### src/rtl/wdt_pkg.sv
package wdt_pkg;
  typedef enum logic [1:0] {
    PM_RUN  = 2'd0,
    PM_IDLE = 2'd1,
    PM_DOWN = 2'd2
  } pwr_mode_e;
endpackage

### src/rtl/wdt_prescaler.sv
module wdt_prescaler #(
  parameter int PRESCALE = 12
) (
  input  logic clk,
  input  logic rst_n,
  input  logic clr,
  input  logic en,
  output logic tick
);
  generate
    if (PRESCALE <= 1) begin : g_bypass
      logic unused_pins;
      assign unused_pins = clk ^ rst_n ^ clr;
      assign tick = en;
    end else begin : g_div
      localparam int PW = $clog2(PRESCALE);
      logic [PW-1:0] phase_q;
      logic          wrap;
      assign wrap = (phase_q == PW'(PRESCALE - 1));
      assign tick = en & wrap;
      always_ff @(posedge clk or negedge rst_n) begin
        if (!rst_n)       phase_q <= '0;
        else if (clr)     phase_q <= '0;
        else if (en)      phase_q <= wrap ? '0 : phase_q + 1'b1;
      end
    end
  endgenerate
endmodule

### src/rtl/wdt_cycle_counter.sv
module wdt_cycle_counter #(
  parameter int BASE_EXP = 14,
  parameter int SEL_W    = 3
) (
  input  logic             clk,
  input  logic             rst_n,
  input  logic             clr,
  input  logic             tick,
  input  logic [SEL_W-1:0] act_sel,
  output logic             at_term
);
  localparam int CW = BASE_EXP + (1 << SEL_W) - 1;

  logic [CW-1:0] count_q;
  logic [CW-1:0] term;

  // all-ones mask of BASE_EXP+sel bits; a full-width shift yields all ones
  assign term    = ~({CW{1'b1}} << (BASE_EXP + int'(act_sel)));
  assign at_term = (count_q == term);

  always_ff @(posedge clk or negedge rst_n) begin
    if (!rst_n)     count_q <= '0;
    else if (clr)   count_q <= '0;
    else if (tick)  count_q <= count_q + 1'b1;
  end
endmodule

### src/rtl/wdt_power_gate.sv
module wdt_power_gate
  import wdt_pkg::*;
(
  input  logic clk,
  input  logic rst_n,
  input  logic idle_mode,
  input  logic pwrdn_mode,
  input  logic ext_int_n,
  output logic frozen
);
  pwr_mode_e mode;
  logic      wake_hold_q;

  always_comb begin
    if (pwrdn_mode)     mode = PM_DOWN;
    else if (idle_mode) mode = PM_IDLE;
    else                mode = PM_RUN;
  end

  // idle keeps the oscillator running: only power-down and its wake hold freeze
  assign frozen = (mode == PM_DOWN) | (wake_hold_q & ~ext_int_n);

  always_ff @(posedge clk or negedge rst_n) begin
    if (!rst_n)                 wake_hold_q <= 1'b0;
    else if (mode == PM_DOWN)   wake_hold_q <= 1'b1;
    else if (ext_int_n)         wake_hold_q <= 1'b0;
  end
endmodule

### src/rtl/wdt_top.sv
module wdt_top #(
  parameter int BASE_EXP  = 14,
  parameter int SEL_W     = 3,
  parameter int REG_W     = 8,
  parameter int PRESCALE  = 12,
  parameter int PULSE_LEN = 96
) (
  input  logic             clk,
  input  logic             rst_n,
  input  logic             sel_wr,
  input  logic [REG_W-1:0] sel_wdata,
  input  logic             restart,
  input  logic             idle_mode,
  input  logic             pwrdn_mode,
  input  logic             ext_int_n,
  output logic             wdt_rst_o
);
  localparam int PCW = $clog2(PULSE_LEN + 1);

  logic [SEL_W-1:0] sel_hold_q;
  logic [SEL_W-1:0] sel_act_q;
  logic             armed_q;
  logic [PCW-1:0]   pulse_q;

  logic frozen, tick, at_term;
  logic pulse_on, pulse_last, expire, count_en, clr_count;
  logic rsv_unused;

  assign rsv_unused = ^sel_wdata[REG_W-1:SEL_W];

  assign pulse_on   = (pulse_q != '0);
  assign pulse_last = (pulse_q == PCW'(1));
  assign expire     = armed_q & at_term & ~frozen & ~pulse_on & ~restart;
  assign count_en   = armed_q & ~frozen & ~pulse_on & ~at_term;
  assign clr_count  = restart | pulse_last;
  assign wdt_rst_o  = pulse_on;

  always_ff @(posedge clk or negedge rst_n) begin
    if (!rst_n) begin
      sel_hold_q <= '0;
      sel_act_q  <= '0;
      armed_q    <= 1'b0;
    end else begin
      if (sel_wr)  sel_hold_q <= sel_wdata[SEL_W-1:0];
      if (restart) begin
        sel_act_q <= sel_hold_q;
        armed_q   <= 1'b1;
      end
    end
  end

  always_ff @(posedge clk or negedge rst_n) begin
    if (!rst_n)        pulse_q <= '0;
    else if (expire)   pulse_q <= PCW'(PULSE_LEN);
    else if (pulse_on) pulse_q <= pulse_q - 1'b1;
  end

  wdt_power_gate u_gate (
    .clk        (clk),
    .rst_n      (rst_n),
    .idle_mode  (idle_mode),
    .pwrdn_mode (pwrdn_mode),
    .ext_int_n  (ext_int_n),
    .frozen     (frozen)
  );

  wdt_prescaler #(.PRESCALE(PRESCALE)) u_pre (
    .clk   (clk),
    .rst_n (rst_n),
    .clr   (clr_count),
    .en    (count_en),
    .tick  (tick)
  );

  wdt_cycle_counter #(.BASE_EXP(BASE_EXP), .SEL_W(SEL_W)) u_cnt (
    .clk     (clk),
    .rst_n   (rst_n),
    .clr     (clr_count),
    .tick    (tick),
    .act_sel (sel_act_q),
    .at_term (at_term)
  );
endmodule

### config.mk
export PLATFORM = sky130hd
export DESIGN_NAME = wdt_top
export DESIGN_NICKNAME = d
export VERILOG_FILES = /design/src/rtl/wdt_pkg.sv /design/src/rtl/wdt_prescaler.sv /design/src/rtl/wdt_cycle_counter.sv /design/src/rtl/wdt_power_gate.sv /design/src/rtl/wdt_top.sv
export SDC_FILE = /design/constraint.sdc
export NUM_CORES = 1
export LEC_CHECK = 0
export CORE_MARGIN = 1.5
export CORE_UTILIZATION = 53
export CTS_CLUSTER_DIAMETER = 60
export CTS_CLUSTER_SIZE = 28
export DETAILED_ROUTE_END_ITERATION = 10
export PLACE_DENSITY = 0.76
export SLEW_MARGIN = 10
export SYNTH_ARGS = -nofsm -noshare
export SYNTH_HDL_FRONTEND = slang
export SYNTH_SLANG_ARGS = --single-unit
export TNS_END_PERCENT = 100
### constraint.sdc
create_clock -name clk -period 2.6 [get_ports clk]
set_clock_uncertainty 0.1 [all_clocks]
set_input_delay 0.52 -clock clk [delete_from_list [all_inputs] [get_ports clk]]
set_output_delay 0.52 -clock clk [all_outputs]
set_load 0.005 [all_outputs]
==> report_table.html, run 1 <==
<table>
<tr><th>Metric</th><th>Value</th></tr>
<tr><th colspan="2">Synth</th></tr>
<tr><td>Share of Yosys cell area claimed by the top area cell type</td><td>0.424</td></tr>
<tr><td>Most used DFF post-synth</td><td>sky130_fd_sc_hd__dfrtp_1</td></tr>
<tr><td>Post-Syn Area per Cell</td><td>9.34 µm²</td></tr>
<tr><td>Number of enable flip-flop cells after synthesis</td><td>0</td></tr>
<tr><td>Part of the Yosys area used for sequential elements</td><td>0.424</td></tr>
<tr><td>Largest area contributor in the netlist</td><td>sky130_fd_sc_hd__dfrtp_1</td></tr>
<tr><td>Synthesized area</td><td>2360 µm²</td></tr>
<tr><td>FFs w/ async S/R, synth</td><td>1.00</td></tr>
<tr><td>Syn_nets</td><td>276</td></tr>
<tr><td>Cell types occupying the most area after synthesis</td><td>sky130_fd_sc_hd__dfrtp_1 42%, sky130_fd_sc_hd__a21oi_1 5.3%, sky130_fd_sc_hd__or4_1 4.8%</td></tr>
<tr><td>Count of mapped cells out of synthesis</td><td>253</td></tr>
<tr><td>Yosys synthesis warning count</td><td>0</td></tr>
<tr><td>Synthesized flop and latch total</td><td>40</td></tr>
<tr><td>Number of library cell types mapped by synthesis</td><td>50</td></tr>
<tr><th colspan="2">Worst setup path</th></tr>
<tr><td>Depth of the worst register-to-register path</td><td>9</td></tr>
<tr><td>Max FO, Critical Path</td><td>6</td></tr>
<tr><td>FF-to-FF Start</td><td>pulse_q[0]</td></tr>
<tr><td>Required time of the critical path</td><td>2.73 ns</td></tr>
<tr><td>Nature of the critical path endpoint</td><td>register</td></tr>
<tr><td>Crit Reg-Reg Endpoint</td><td>u_cnt.count_q[17]</td></tr>
<tr><td>FF-to-FF setup slack</td><td>0.09 ns</td></tr>
<tr><td>Class of the most critical setup path</td><td>reg2reg</td></tr>
<tr><td>Arrival @ worst endpoint</td><td>2.64 ns</td></tr>
<tr><td>Crit path launch type</td><td>register</td></tr>
<tr><th colspan="2">Floorplan</th></tr>
<tr><td>Initial cell density of the core</td><td>0.547</td></tr>
<tr><td>Placement Rows</td><td>24</td></tr>
<tr><td>Die boundary height</td><td>69.8 µm</td></tr>
<tr><td>Floorplan core area</td><td>4320 µm²</td></tr>
<tr><td>Number of I/O pins</td><td>16</td></tr>
<tr><td>Area of the die</td><td>4870 µm²</td></tr>
<tr><td>Die span in x</td><td>69.8 µm</td></tr>
<tr><th colspan="2">CTS</th></tr>
<tr><td>Inserted Clock Buffers</td><td>5</td></tr>
<tr><td>Buffer levels on the longest clock path</td><td>2</td></tr>
<tr><td>H-tree levels</td><td>2</td></tr>
<tr><td>Number of clock sinks seen by CTS</td><td>40</td></tr>
<tr><td>CTS root buffer</td><td>sky130_fd_sc_hd__clkbuf_8</td></tr>
<tr><td>CTS tree</td><td>done</td></tr>
<tr><td>Clock transition at the registers of the reported paths</td><td>0.08 ns</td></tr>
<tr><td>Clock latency reported for the late side of the worst-skew pair</td><td>0.30 ns</td></tr>
<tr><th colspan="2">Finish</th></tr>
<tr><td>Number of antenna diodes</td><td>0</td></tr>
<tr><td>Post-layout instance count excluding filler cells</td><td>326</td></tr>
<tr><td>Fraction of layout cells with a size suffix above 1</td><td>0.172</td></tr>
<tr><td>Combined area of the multi-input logic cells</td><td>1290 µm²</td></tr>
<tr><td>Number of filler instances in the final layout</td><td>369</td></tr>
<tr><td>Flip-flop and latch area</td><td>1000 µm²</td></tr>
<tr><td># nets final</td><td>296</td></tr>
<tr><td>Layout area overhead</td><td>16.2%</td></tr>
<tr><th colspan="2">Run status</th></tr>
<tr><td>Outcome</td><td>completed</td></tr>
<tr><th colspan="2">Power and ir drop</th></tr>
<tr><td>Fraction of power spent switching nets</td><td>0.232</td></tr>
<tr><td>Internal cell power</td><td>1.01 mW</td></tr>
<tr><td>Sequential cell fraction of total power</td><td>0.484</td></tr>
<tr><td>Ratio of total power to cell area</td><td>481 nW/µm²</td></tr>
<tr><td>Clock share of power</td><td>0.412</td></tr>
<tr><td>VDD IR-drop max</td><td>290 µV</td></tr>
<tr><td>Leakage power of the design</td><td>1.05 nW</td></tr>
<tr><td>Net Sw Power</td><td>0.307 mW</td></tr>
<tr><td>Part of the power in combinational logic</td><td>0.103</td></tr>
<tr><th colspan="2">Drt</th></tr>
<tr><td>Final routed wirelength across all metal layers</td><td>4.90 mm</td></tr>
<tr><td>Vias</td><td>2011</td></tr>
<tr><td>Post-route antenna net violation count</td><td>0</td></tr>
<tr><td>Routed length per placed instance</td><td>15.0 µm</td></tr>
<tr><td>1st-iter DRT viols</td><td>119</td></tr>
<tr><td>First-pass iteration count of the detailed router</td><td>4</td></tr>
<tr><td>Mean number of vias per cell</td><td>6.17</td></tr>
<tr><td>DRC violation count after routing</td><td>0</td></tr>
<tr><th colspan="2">STA</th></tr>
<tr><td>Final critical-path setup slack</td><td>0.0902 ns</td></tr>
<tr><td>Max-slew headroom at the worst pin</td><td>0.406</td></tr>
<tr><td>Final-report max-slew violation count</td><td>0</td></tr>
<tr><td>Max Clock Freq</td><td>398 MHz</td></tr>
<tr><td>Setup repair after global routing missed its margin</td><td>false</td></tr>
<tr><td>Pin slew with the least headroom to its limit</td><td>0.890 ns</td></tr>
<tr><td>Setup tns final</td><td>0 ns</td></tr>
<tr><td>Final period util</td><td>0.965</td></tr>
<tr><td>Setup-violating endpoint count in the final report</td><td>0</td></tr>
<tr><td>Final-report hold violation count</td><td>0</td></tr>
<tr><td>Post-layout min period</td><td>2.51 ns</td></tr>
<tr><th colspan="2">Placed design</th></tr>
<tr><td># port buffers</td><td>9</td></tr>
<tr><td>DP Cell Count</td><td>312</td></tr>
<tr><td>DPL Wire Length</td><td>3.27 mm</td></tr>
<tr><td>DP Worst Slack</td><td>0.0216 ns</td></tr>
<tr><td>Gpl congestion</td><td>0.819</td></tr>
<tr><th colspan="2">Global route</th></tr>
<tr><td>Antenna violations before repair</td><td>0</td></tr>
<tr><td>Wire length of the first global-routing pass</td><td>8.71 mm</td></tr>
<tr><td>Largest net degree at the start of global routing</td><td>48</td></tr>
<tr><td>Vias in the first global route</td><td>1914</td></tr>
<tr><td>Total global routing overflow</td><td>0</td></tr>
<tr><td>Global routing usage summed across all routing layers</td><td>0.221</td></tr>
<tr><th colspan="2">Flow run</th></tr>
<tr><td>Count of max-cap constraint violations</td><td>0</td></tr>
<tr><th colspan="2">Hold path</th></tr>
<tr><td>Tightest Hold Check Type</td><td>in2async</td></tr>
</table>
[how the worst max path moves through the flow]
stage / startpoint / to / depth (start not counted)
6_report: pulse_q[0] / u_cnt.count_q[17] / 9
5_1_grt: sel_act_q[2] / u_cnt.count_q[4] / 9
4_1_cts: sel_act_q[2] / u_cnt.count_q[17] / 9
3_5_place_dp: sel_act_q[2] / u_cnt.count_q[17] / 9
3_3_place_gp: pulse_q[0] / u_cnt.count_q[4] / 8
2_1_floorplan: pulse_q[0] / u_cnt.count_q[17] / 9
[critical path, stage by stage (launching register included)]
cell and delay, ns:
sky130_fd_sc_hd__dfrtp_1 0.41, sky130_fd_sc_hd__inv_2 0.09, sky130_fd_sc_hd__ha_4 0.14, sky130_fd_sc_hd__or3b_4 0.39
sky130_fd_sc_hd__nor2b_4 0.13, sky130_fd_sc_hd__buf_6 0.14, sky130_fd_sc_hd__nand3_4 0.07, sky130_fd_sc_hd__or3_4 0.41
sky130_fd_sc_hd__or4_1 0.40, sky130_fd_sc_hd__a21oi_1 0.15
[power by group through the flow]
stage / clock, mW / combinational [mW] / sequential, mW
floorplan: 0 / 0.0716 / 0.651
global placement: 0 / 0.118 / 0.652
detailed placement: 0 / 0.121 / 0.652
CTS: 0.554 / 0.122 / 0.640
global route: 0.575 / 0.152 / 0.642
finish: 0.545 / 0.136 / 0.640
[cell usage after synthesis (3+ instances only)]
library cell               count
sky130_fd_sc_hd__buf_2         6
sky130_fd_sc_hd__xnor2_1       6
sky130_fd_sc_hd__mux2_2        4
sky130_fd_sc_hd__nand4_1      10
sky130_fd_sc_hd__nand2_1      22
sky130_fd_sc_hd__dfrtp_1      40
sky130_fd_sc_hd__nand2b_1      5
sky130_fd_sc_hd__clkbuf_1      4
sky130_fd_sc_hd__o211ai_1      3
sky130_fd_sc_hd__ha_1          8
sky130_fd_sc_hd__o21ai_1       6
sky130_fd_sc_hd__o31ai_1      13
sky130_fd_sc_hd__inv_1        11
sky130_fd_sc_hd__nor2_1       11
sky130_fd_sc_hd__or3_1         5
sky130_fd_sc_hd__mux2i_1       3
sky130_fd_sc_hd__nor3_1        9
sky130_fd_sc_hd__o21ai_0       4
sky130_fd_sc_hd__nand3_1       8
sky130_fd_sc_hd__or4_1        15
sky130_fd_sc_hd__a21oi_1      25
[state kept, by name (all words and copies together), names as in the netlist]
name and flops:
sel_act_q 3, armed_q 1, u_pre.g_div.phase_q 4, u_gate.wake_hold_q 1
sel_hold_q 3, u_cnt.count_q 21, pulse_q 7
[through the flow]
stage	total power [mW]	utilization	instance area [µm²]	hold slack, ns
finish	1.32	0.635	2750	0.239
floorplan	0.723	-	2360	0.124
global route	1.37	0.635	2750	0.325
CTS	1.32	0.620	2680	0.277
detailed placement	0.773	0.586	2530	0.382
global placement	0.769	0.586	2530	0.368
[what timing repair did]
| action | 4_1_cts | 5_1_grt |
|---|---|---|
| pin swaps | 0 | 1 |
| hold buffers | 0 | 0 |
| gates resized for setup | 3 | 10 |
| setup buffers | 2 | 4 |
| setup endpoints to repair | 1 | 20 |
[cells in the final DEF (no fill, tap or decap), types with 3 or more instances in the layout]
| cell type | Yosys | layout |
|---|---|---|
| sky130_fd_sc_hd__buf_4 | 1 | 15 |
| sky130_fd_sc_hd__nand4_1 | 10 | 10 |
| sky130_fd_sc_hd__o21ai_0 | 4 | 4 |
| sky130_fd_sc_hd__inv_2 | 0 | 3 |
| sky130_fd_sc_hd__nand2_1 | 22 | 21 |
| sky130_fd_sc_hd__nor3_1 | 9 | 8 |
| sky130_fd_sc_hd__nand3_1 | 8 | 8 |
| sky130_fd_sc_hd__mux2_2 | 4 | 4 |
| sky130_fd_sc_hd__clkbuf_8 | 0 | 6 |
| sky130_fd_sc_hd__nor2_1 | 11 | 11 |
| sky130_fd_sc_hd__dfrtp_1 | 40 | 40 |
| sky130_fd_sc_hd__nand2b_1 | 5 | 5 |
| sky130_fd_sc_hd__xnor2_1 | 6 | 6 |
| sky130_fd_sc_hd__o21ai_1 | 6 | 6 |
| sky130_fd_sc_hd__o211ai_1 | 3 | 3 |
| sky130_fd_sc_hd__o31ai_1 | 13 | 13 |
| sky130_fd_sc_hd__a21oi_1 | 25 | 24 |
| sky130_fd_sc_hd__clkdlybuf4s50_1 | 0 | 7 |
| sky130_fd_sc_hd__mux2i_1 | 3 | 3 |
| sky130_fd_sc_hd__ha_1 | 8 | 6 |
| sky130_fd_sc_hd__inv_1 | 11 | 8 |
| sky130_fd_sc_hd__or3_1 | 5 | 5 |
| sky130_fd_sc_hd__or4_1 | 15 | 15 |
[layer usage]
metal	global-route usage	vias to the layer above	routed length, µm
met5	0	-	0
met4	0.111	0	79
met3	0.0436	6	112
met2	0.341	31	2350
met1	0.298	983	2360
li1	-	991	-
[cells by family after synthesis]
family	count (synthesis)	share of synthesized area
compound gates	65	0.176
mux	7	0.0318
xor+xnor	6	0.0222
flops	40	0.424
buf+inv	24	0.0498
simple gates	103	0.255
fa+ha+maj	8	0.0424
[area by class of cell]
cell class              count  area share
flip-flops and latches     40       0.364
multi-input cells         189       0.468
clock inverters             2      0.0141
clock buffers               6      0.0301
well taps                  52      0.0237
repair buffers             26      0.0843
inverters                  11      0.0150
No activity file was read; power rests on OpenSTA's default activity.
==> inputs of run 2 (changes only) <==
--- a/config.mk
+++ b/config.mk
@@ -11,7 +11,7 @@
 export CTS_CLUSTER_SIZE = 28
 export DETAILED_ROUTE_END_ITERATION = 10
 export PLACE_DENSITY = 0.76
-export SLEW_MARGIN = 10
+export SLEW_MARGIN = 20
 export SYNTH_ARGS = -nofsm -noshare
 export SYNTH_HDL_FRONTEND = slang
 export SYNTH_SLANG_ARGS = --single-unit
==> results of run 2 <==
Same layout as run 1: the final DEF is identical, and so are final timing and power.
